===== config.mk =====
export PLATFORM = sky130hd
export DESIGN_NAME = mem_pattern_tester
export DESIGN_NICKNAME = d
export VERILOG_FILES = /design/src/rtl/mpt_pkg.sv /design/src/rtl/mpt_pattern_gen.sv /design/src/rtl/mpt_step_timer.sv /design/src/rtl/mpt_fail_capture.sv /design/src/rtl/mem_pattern_tester.sv
export SDC_FILE = /design/constraint.sdc
export NUM_CORES = 1
export LEC_CHECK = 0
export ABC_AREA = 1
export CAP_MARGIN = 10
export CORE_ASPECT_RATIO = 1.75
export CORE_MARGIN = 3
export CORE_UTILIZATION = 52
export DETAILED_ROUTE_END_ITERATION = 16
export PLACE_DENSITY = 0.85
export SYNTH_ARGS = -nofsm -noshare
export SYNTH_HDL_FRONTEND = slang
export SYNTH_SLANG_ARGS = --single-unit
export TNS_END_PERCENT = 20

===== constraint.sdc =====
create_clock -name clk_i -period 2.8 [get_ports clk_i]
set_input_delay 0.56 -clock clk_i [delete_from_list [all_inputs] [get_ports clk_i]]
set_output_delay 0.56 -clock clk_i [all_outputs]
set_load 0.05 [all_outputs]

===== src/rtl/mpt_pkg.sv =====
package mpt_pkg;
  typedef enum logic [2:0] {
    ST_IDLE,
    ST_WSET,
    ST_WLOW,
    ST_WREC,
    ST_RSET
  } mpt_state_e;

  localparam int unsigned NUM_PASSES = 4;
  localparam int unsigned PASS_W     = 2;
endpackage


===== src/rtl/mpt_pattern_gen.sv =====
module mpt_pattern_gen #(
  parameter int unsigned ADDR_W = 4,
  parameter int unsigned DATA_W = 8
) (
  input  logic [mpt_pkg::PASS_W-1:0] pass_i,
  input  logic [ADDR_W-1:0]          addr_i,
  output logic [DATA_W-1:0]          data_o
);
  logic [DATA_W-1:0] alt_even;
  logic [DATA_W-1:0] addr_ext;

  for (genvar b = 0; b < DATA_W; b++) begin : g_alt
    assign alt_even[b] = ((b % 2) == 0);
  end

  if (DATA_W > ADDR_W) begin : g_pad
    assign addr_ext = {{(DATA_W-ADDR_W){1'b0}}, addr_i};
  end else begin : g_trunc
    assign addr_ext = addr_i[DATA_W-1:0];
  end

  always_comb begin
    unique case (pass_i)
      2'd0:    data_o = '0;
      2'd1:    data_o = '1;
      2'd2:    data_o = addr_i[0] ? ~alt_even : alt_even;
      default: data_o = addr_ext;
    endcase
  end
endmodule


===== src/rtl/mpt_step_timer.sv =====
module mpt_step_timer #(
  parameter int unsigned CNT_W = 3
) (
  input  logic             clk_i,
  input  logic             rst_ni,
  input  logic             run_i,
  input  logic [CNT_W-1:0] limit_i,
  output logic             last_o
);
  logic [CNT_W-1:0] cnt_q;

  assign last_o = run_i && (cnt_q == limit_i - CNT_W'(1));

  always_ff @(posedge clk_i or negedge rst_ni) begin
    if (!rst_ni)     cnt_q <= '0;
    else if (!run_i) cnt_q <= '0;
    else if (last_o) cnt_q <= '0;
    else             cnt_q <= cnt_q + CNT_W'(1);
  end

  // step windows never overrun their programmed length
  p_cnt_in_window_r2: assert property (@(posedge clk_i) disable iff (!rst_ni)
    run_i |-> (cnt_q < limit_i));
  p_cnt_idle_zero_r3: assert property (@(posedge clk_i) disable iff (!rst_ni)
    (!run_i) |=> (cnt_q == '0));
endmodule


===== src/rtl/mpt_fail_capture.sv =====
module mpt_fail_capture #(
  parameter int unsigned ADDR_W = 4,
  parameter int unsigned DATA_W = 8
) (
  input  logic              clk_i,
  input  logic              rst_ni,
  input  logic              clr_i,
  input  logic              chk_i,
  input  logic [ADDR_W-1:0] addr_i,
  input  logic [DATA_W-1:0] exp_i,
  input  logic [DATA_W-1:0] act_i,
  output logic              err_o,
  output logic [ADDR_W-1:0] fail_addr_o,
  output logic [DATA_W-1:0] fail_exp_o,
  output logic [DATA_W-1:0] fail_act_o
);
  logic hit;
  assign hit = chk_i && (exp_i != act_i) && !err_o;

  always_ff @(posedge clk_i or negedge rst_ni) begin
    if (!rst_ni) begin
      err_o       <= 1'b0;
      fail_addr_o <= '0;
      fail_exp_o  <= '0;
      fail_act_o  <= '0;
    end else if (clr_i) begin
      err_o       <= 1'b0;
      fail_addr_o <= '0;
      fail_exp_o  <= '0;
      fail_act_o  <= '0;
    end else if (hit) begin
      err_o       <= 1'b1;
      fail_addr_o <= addr_i;
      fail_exp_o  <= exp_i;
      fail_act_o  <= act_i;
    end
  end

  p_err_sticky_r6: assert property (@(posedge clk_i) disable iff (!rst_ni)
    (err_o && !clr_i) |=> err_o);
  p_capture_frozen_r6: assert property (@(posedge clk_i) disable iff (!rst_ni)
    (err_o && !clr_i) |=> ($stable(fail_addr_o) && $stable(fail_exp_o) && $stable(fail_act_o)));
  p_clear_r10: assert property (@(posedge clk_i) disable iff (!rst_ni)
    clr_i |=> (!err_o && fail_addr_o == '0));
endmodule


===== src/rtl/mem_pattern_tester.sv =====
module mem_pattern_tester #(
  parameter int unsigned ADDR_W     = 4,
  parameter int unsigned DATA_W     = 8,
  parameter int unsigned SETUP_CYC  = 2,
  parameter int unsigned LOW_CYC    = 2,
  parameter int unsigned SETTLE_CYC = 2
) (
  input  logic              clk_i,
  input  logic              rst_ni,
  input  logic              start_i,
  output logic [ADDR_W-1:0] mem_addr_o,
  output logic [DATA_W-1:0] mem_wdata_o,
  output logic              mem_we_no,
  input  logic [DATA_W-1:0] mem_rdata_i,
  output logic              busy_o,
  output logic              done_o,
  output logic              err_o,
  output logic [ADDR_W-1:0] fail_addr_o,
  output logic [DATA_W-1:0] fail_exp_o,
  output logic [DATA_W-1:0] fail_act_o
);
  import mpt_pkg::*;

  localparam int unsigned MAX_A   = (SETUP_CYC > LOW_CYC) ? SETUP_CYC : LOW_CYC;
  localparam int unsigned MAX_CYC = (MAX_A > SETTLE_CYC) ? MAX_A : SETTLE_CYC;
  localparam int unsigned CNT_W   = $clog2(MAX_CYC + 1);
  localparam logic [ADDR_W-1:0] LAST_ADDR = '1;
  localparam logic [PASS_W-1:0] LAST_PASS = PASS_W'(NUM_PASSES - 1);

  mpt_state_e        state_q;
  logic [ADDR_W-1:0] addr_q;
  logic [PASS_W-1:0] pass_q;
  logic              done_q;
  logic [CNT_W-1:0]  limit;
  logic              step_last;
  logic              launch;
  logic              chk;
  logic              at_last_addr;
  logic [DATA_W-1:0] pat;

  assign launch       = start_i && (state_q == ST_IDLE);
  assign at_last_addr = (addr_q == LAST_ADDR);
  assign chk          = (state_q == ST_RSET) && step_last;

  always_comb begin
    unique case (state_q)
      ST_WSET: limit = CNT_W'(SETUP_CYC);
      ST_WLOW: limit = CNT_W'(LOW_CYC);
      ST_RSET: limit = CNT_W'(SETTLE_CYC);
      default: limit = CNT_W'(1);
    endcase
  end

  mpt_step_timer #(.CNT_W(CNT_W)) u_timer (
    .clk_i  (clk_i),
    .rst_ni (rst_ni),
    .run_i  (state_q != ST_IDLE),
    .limit_i(limit),
    .last_o (step_last)
  );

  mpt_pattern_gen #(.ADDR_W(ADDR_W), .DATA_W(DATA_W)) u_pat (
    .pass_i(pass_q),
    .addr_i(addr_q),
    .data_o(pat)
  );

  mpt_fail_capture #(.ADDR_W(ADDR_W), .DATA_W(DATA_W)) u_cap (
    .clk_i      (clk_i),
    .rst_ni     (rst_ni),
    .clr_i      (launch),
    .chk_i      (chk),
    .addr_i     (addr_q),
    .exp_i      (pat),
    .act_i      (mem_rdata_i),
    .err_o      (err_o),
    .fail_addr_o(fail_addr_o),
    .fail_exp_o (fail_exp_o),
    .fail_act_o (fail_act_o)
  );

  always_ff @(posedge clk_i or negedge rst_ni) begin
    if (!rst_ni) begin
      state_q <= ST_IDLE;
      addr_q  <= '0;
      pass_q  <= '0;
      done_q  <= 1'b0;
    end else begin
      done_q <= 1'b0;
      unique case (state_q)
        ST_IDLE: if (launch) begin
          state_q <= ST_WSET;
          addr_q  <= '0;
          pass_q  <= '0;
        end
        ST_WSET: if (step_last) state_q <= ST_WLOW;
        ST_WLOW: if (step_last) state_q <= ST_WREC;
        ST_WREC: begin
          // strobe is back high here; only now may the address move
          if (at_last_addr) begin
            addr_q  <= '0;
            state_q <= ST_RSET;
          end else begin
            addr_q  <= addr_q + ADDR_W'(1);
            state_q <= ST_WSET;
          end
        end
        ST_RSET: if (step_last) begin
          if (!at_last_addr) begin
            addr_q <= addr_q + ADDR_W'(1);
          end else if (pass_q == LAST_PASS) begin
            addr_q  <= '0;
            state_q <= ST_IDLE;
            done_q  <= 1'b1;
          end else begin
            addr_q  <= '0;
            pass_q  <= pass_q + PASS_W'(1);
            state_q <= ST_WSET;
          end
        end
        default: state_q <= ST_IDLE;
      endcase
    end
  end

  assign mem_addr_o  = addr_q;
  assign mem_wdata_o = pat;
  assign mem_we_no   = (state_q != ST_WLOW);
  assign busy_o      = (state_q != ST_IDLE);
  assign done_o      = done_q;

  p_addr_hold_r5: assert property (@(posedge clk_i) disable iff (!rst_ni)
    (!mem_we_no) |=> ($stable(mem_addr_o) && $stable(mem_wdata_o)));
  p_done_pulse_r9: assert property (@(posedge clk_i) disable iff (!rst_ni)
    done_o |=> !done_o);
  p_done_idle_r9: assert property (@(posedge clk_i) disable iff (!rst_ni)
    done_o |-> !busy_o);
  p_launch_r8: assert property (@(posedge clk_i) disable iff (!rst_ni)
    (!busy_o && start_i) |=> (busy_o && mem_addr_o == '0 && mem_we_no));
  p_read_no_strobe_r3: assert property (@(posedge clk_i) disable iff (!rst_ni)
    chk |-> mem_we_no);
endmodule


# Word level (Yosys, flattened, before mapping)

Cells that the tools add are included.

Bits in registers: 33
Input port bits: 11
Output and inout port bits: 36
Logic and storage cells: 80

Add/sub/neg operators: 4
Equality and inequality tests: 17
Mux-type cells: 34
Reduce and logical (&&, ||, !) cells: 16

Operators by type and width:

| cell                                                                   | count |
|---|---|
| 8-bit 2-to-1 mux                                                       | 5 |
| 8-bit case mux with 3 select lines                                     | 1 |
| 4-bit 2-to-1 mux                                                       | 5 |
| 3-bit 2-to-1 mux                                                       | 6 |
| 3-bit case mux with 5 select lines                                     | 1 |
| 2-bit 2-to-1 mux                                                       | 7 |
| 2-bit != test (second input constant)                                  | 6 |
| 4-bit case mux with 3 select lines                                     | 1 |
| 5-bit AND reduction                                                    | 2 |
| 8-bit != test                                                          | 1 |
| 1-bit 2-to-1 mux                                                       | 7 |
| 3-bit by 2-bit equality test with 1-bit output (second input constant) | 2 |
| 3-bit nonzero test                                                     | 2 |
| 1-bit logical AND                                                      | 5 |
| 2-bit by 1-bit adder with 2-bit output (second input constant)         | 2 |
| 4-bit by 1-bit adder with 4-bit output (second input constant)         | 1 |
| 2-bit equality test (second input constant)                            | 2 |
| 4-bit equality test (second input constant)                            | 1 |
| 2-bit case mux with 2 select lines                                     | 1 |
| 2-bit nonzero test                                                     | 2 |
| 3-bit by 1-bit equality test with 1-bit output (second input constant) | 1 |
| 3-bit equality test (second input constant)                            | 1 |
| 3-bit logical NOT                                                      | 1 |
| 3-bit by 2-bit != test with 1-bit output (second input constant)       | 1 |
| 7 further kinds                                                        | 7 |

# Logic depth before layout (Yosys ltp)

Gate-level depths: netlist (run 1).

Depth after elaboration: 11
Gate-level depth with buffers: 13
Mapped depth without buffers: 12

# Modules after synthesis

Synthesis (run 1) repeated with hierarchy kept, for this count alone.

Cell total of the unflattened synthesis: 284
Area, all modules: 2094.5 µm²

By module, submodules not included:

| module             | times used | cells an instance | area each (µm²) |
|---|---|---|---|
| mpt_fail_capture   | 1          | 155               | 1227.4 |
| mem_pattern_tester | 1          | 88                | 634.4 |
| mpt_step_timer     | 1          | 23                | 142.6 |
| mpt_pattern_gen    | 1          | 18                | 90.1 |

# Worst setup path after synthesis (run 1)

Ideal clock, no wire load.

Path type: reg2reg
From: reg addr_q[0], in the netlist mem_addr_o[0]
To: reg u_cap.fail_exp_o[3]
Library setup time: 0.121 ns
Arrival time: 2.174 ns
Required time: 2.679 ns
Setup slack: 0.505 ns
Cell stages (with the launch flop): 10
Path buffers: 1
Path through: dfrtp_1 nand3_2 nand3_1 nand2_1 nand2_1 nor2_1 nand3_2 clkbuf_1 nand3_1 nand2_1

Cells in the longest elaborated chain, start to end: 6
Elaborated cells between the ends (all ways): 8

Ends and longest elaborated chain:

| element                                | RTL line                  | text |
|---|---|---|
| start: declaration                     | mem_pattern_tester.sv:31  | `logic [ADDR_W-1:0] addr_q;` |
| start signal: assignment               | mem_pattern_tester.sv:104 | `addr_q <= addr_q + ADDR_W'(1);` |
| start signal: assignment               | mem_pattern_tester.sv:110 | `addr_q <= addr_q + ADDR_W'(1);` |
| 8-bit 2-to-1 mux (*)                   | mpt_pattern_gen.sv:26     | `2'd2: data_o = addr_i[0] ? ~alt_even : alt_even;` |
| 8-bit case mux with 3 select lines (*) | mpt_pattern_gen.sv:23     | `unique case (pass_i)` |
| via mem_wdata_o[3]                     | mem_pattern_tester.sv:12  | `output logic [DATA_W-1:0] mem_wdata_o,` |
| 8-bit != test                          | mpt_fail_capture.sv:18    | `assign hit = chk_i && (exp_i != act_i) && !err_o;` |
| 1-bit logical AND (2 in a row)         | mpt_fail_capture.sv:18    |  |
| 2-bit nonzero test (no source line)    | n/a                       |  |
| end signal: assignment                 | mpt_fail_capture.sv:34    | `fail_exp_o <= exp_i;` |
| end: declaration                       | mpt_fail_capture.sv:14    | `output logic [DATA_W-1:0] fail_exp_o,` |

Mark *: on every way through the listed nets, which the timed path passes. The rest lies on a longest branch. The select of a mux whose other input is x is not followed.
A chain may end at the register's enable or synchronous reset.

# Worst setup path in the final report (run 1)

From: reg state_q[2]
To: out busy_o

Cells in the longest elaborated chain, start to end: 1

Ends and longest elaborated chain:

| element                  | RTL line                  | text |
|---|---|---|
| start: declaration       | mem_pattern_tester.sv:30  | `mpt_state_e state_q;` |
| start signal: assignment | mem_pattern_tester.sv:84  | `state_q <= ST_IDLE;` |
| start signal: assignment | mem_pattern_tester.sv:92  | `state_q <= ST_WSET;` |
| start signal: assignment | mem_pattern_tester.sv:96  | `ST_WSET: if (step_last) state_q <= ST_WLOW;` |
| 3-bit nonzero test       | mem_pattern_tester.sv:129 | `assign busy_o = (state_q != ST_IDLE);` |
| end: declaration         | mem_pattern_tester.sv:15  | `output logic busy_o,` |

No other way between the ends.

==> results.sh, run 1 <==
export IMPL_status="completed"
export IMPL_clk_pin_slew_ns=0.07
export IMPL_pwr_density_cell_nw_per_um2=693
export IMPL_synth_seq_cells=31
export IMPL_finalCriticalPeriod_ns=2.45
export IMPL_yosys_top_cells_area="dfrtp_1 (45%), nand3_1 (14%), nand2_1 (13%)"
export IMPL_period_share_pct=87.5
export IMPL_fp_coreArea_um2=3180
export IMPL_track_usage_pct=23.4
export IMPL_cts_inserted_buffers=5
export IMPL_gr_usage_met2_pct=42.7
export IMPL_antenna_found_initial=0
export IMPL_die_x_um=49.7
export IMPL_relSlewSlack_pct=53.3
export IMPL_multiInputGateArea_um2=807
export IMPL_avgSynthCellArea_um2=7.82
export IMPL_core_rowCount=27
export IMPL_clkSinkCount=31
export IMPL_drt_iter0_drc=28
export IMPL_drtAntennaViolNets=0
export IMPL_cp_top_family="buffers and inverters"
export IMPL_synth_async_reset_ratio_pct=100
export IMPL_final_hold_violation_count=0
export IMPL_crit_chain="inv_1 > nand2_1 > clkdlybuf4s50_1"
export IMPL_setup_viol=0
export IMPL_drt_pass1_iterations=5
export IMPL_syn_nets=237
export IMPL_grt_pass1_vias=1633
export IMPL_crit_required_ns=2.24
export IMPL_hpwl_um=3190
export IMPL_worst_slew_pin_slew_ns=0.698
export IMPL_synth_most_common_cell="nand2_1"
export IMPL_synth_common_cells="nand2_1 (62), nand3_1 (49), dfrtp_1 (31), inv_1 (22), nor2_1 (9)"
export IMPL_critPathCaptureType="primary output"
export IMPL_die_area_um2=4100
export IMPL_fmax_mhz=408
export IMPL_io_buffers=46
export IMPL_seq_area_um2=776
export IMPL_nNetsFinal=284
export IMPL_clock_path_buffers=2
export IMPL_tritoncts="built"
export IMPL_clk_latency_ns=0.29
export IMPL_synth_edff_count=0
export IMPL_wl_um=4470
export IMPL_cp_max_fo=7
export IMPL_ir_drop_uv=580
export IMPL_syn_area_um2=1740
export IMPL_ys_types=24
export IMPL_drv_slew=0
export IMPL_antennaDiodeCount=0
export IMPL_hp_class="reg2reg"
export IMPL_tns_ns=0
export IMPL_cpMaxStageDelayCell="clkdlybuf4s50_1"
export IMPL_postSynthCellCount=222
export IMPL_num_vias=1698
export IMPL_via_per_inst=5.42
export IMPL_cts_root_buf="clkbuf_8"
export IMPL_synth_top_area_cell="dfrtp_1"
export IMPL_grt_max_degree=32
export IMPL_synth_top_area_share_pct=44.7
export IMPL_synth_main_ff_cell="dfrtp_1"
export IMPL_area_delta_synth_final_pct=34.6
export IMPL_p_leak_nw=1.33
export IMPL_met1_usage_pct=24.8
export IMPL_critical_path_arrival_ns=1.89
export IMPL_place_inst=305
export IMPL_io_pins=47
export IMPL_final_setup_skew_ns=0.00503
export IMPL_wl_per_cell_um=14.3
export IMPL_hold_slack_ns=0.500
export IMPL_place_ws_ns=0.347
export IMPL_drc=0
export IMPL_cp_slowest_stage_delay_ns=0.84
export IMPL_gp_congestion=0.854
export IMPL_critical_path_buf_inv_count=2
export IMPL_drv_cap=0
export IMPL_critPathKind="reg2out"
export IMPL_seq_area_frac_synth_pct=44.7
export IMPL_drive_gt1_share_pct=9.63
export IMPL_startpoint_type="flop"
export IMPL_busiest_layer="met2"
export IMPL_grt_overflow=0
export IMPL_grt_pass1_wl_um=7230
export IMPL_use_met3_pct=4.67
export IMPL_layout_setup_ws_ns=0.349
export IMPL_h_tree_depth=2
export IMPL_die_y_um=82.5
export IMPL_ctsHoldBuffers=0
export IMPL_n_fill_cell=262
export IMPL_rsz0062_at_grt="false"
export IMPL_yosys_warnings=0
export IMPL_finalNonFillerCells=313
export IMPL_start_util_pct=54.7
through the flow:
step                      utilization, %  power, W  area (µm²)
final                               73.6   0.00162        2340
after global routing                73.6   0.00172        2340
after CTS                           73.1   0.00163        2320
after detailed placement            69.4   0.00117        2200
after global placement              69.4   0.00116        2200
after floorplan                        -  0.000990        1740
where the power goes:
part	internal [W]	switching [W]
Combinational	0.000183	0.000420
Clock	0.000288	0.000171
Sequential	0.000494	0.0000639
Total	0.000965	0.000654
per-layer routing:
metal / vias up / wire length (µm)
met4: 0 / 88
met3: 10 / 283
li1: 822 / -
met2: 74 / 2400
met5: - / 0
met1: 792 / 1700
kinds of logic after synthesis:
kind of cell / after synthesis / share of synthesized area [%]
compound gates: 16 / 5.26
xor+xnor: 2 / 1.01
fa+ha+maj: 4 / 2.88
buf+inv: 33 / 8.86
flops: 31 / 44.7
simple gates: 136 / 37.3
tightest hold or removal path, delay by kind of cell, from the launching register on:
kind	cells	cell delay (ns)
flip-flops	1	0.34
AND/OR/NAND/NOR	2	0.12
worst paths after layout:
check                                     from              endpoint  slack (ns)  cells after the start
hold / removal             u_cap.fail_act_o[7]   u_cap.fail_act_o[7]        0.50                      2
max in group asynchronous               rst_ni   u_cap.fail_act_o[5]        1.84                      2
setup reg to reg                     pass_q[0]  u_cap.fail_addr_o[3]        0.55                     12
setup / recovery                    state_q[2]                busy_o        0.35                      3
hold reg to reg            u_cap.fail_act_o[7]   u_cap.fail_act_o[7]        0.50                      2
min in group asynchronous               rst_ni   u_cap.fail_exp_o[3]        0.67                      2
sequential cells by signal (all words and copies together) (netlist names):
| signal | count |
|---|---|
| state_q | 3 |
| pass_q | 2 |
| done_o | 1 |
| u_cap.fail_addr_o | 4 |
| u_timer.cnt_q | 2 |
| u_cap.fail_exp_o | 6 |
| u_cap.fail_act_o | 8 |
| u_cap.err_o | 1 |
| mem_addr_o | 4 |
cell type report:
class | count | share of cell area (%)
tap | 43 | 2.30
sequential | 31 | 33.2
timing repair buffer | 49 | 21.1
inverter | 24 | 3.85
clock buffer | 6 | 3.53
multi-input combinational | 158 | 34.5
clock inverter | 2 | 1.50
cell usage in the layout (no fill, tap or decap), types with 2 or more instances in the layout:
master,count
nor2_1,9
nand2_1,62
nand2_2,2
inv_2,2
ha_1,4
a21oi_1,3
dfrtp_1,31
clkbuf_8,6
nand4_1,4
inv_1,22
nand3_2,6
o21ai_0,8
xor2_1,2
nand3_1,49
clkdlybuf4s50_1,38
dlymetal6s2s_1,6
o22ai_1,2
buf_4,5
what timing repair did:
action	CTS	global route
setup endpoints to repair	0	6
gates resized for setup	0	6
buffers inserted	0	0
(Power assumes the default switching activity.)
==> run 2, diff against run 1 <==
--- a/config.mk
+++ b/config.mk
@@ -12,6 +12,7 @@
 export CORE_UTILIZATION = 52
 export DETAILED_ROUTE_END_ITERATION = 16
 export PLACE_DENSITY = 0.85
+export SLEW_MARGIN = 10
 export SYNTH_ARGS = -nofsm -noshare
 export SYNTH_HDL_FRONTEND = slang
 export SYNTH_SLANG_ARGS = --single-unit
==> results of run 2 <==
No change in the layout: final DEF, timing and power equal those of run 1.
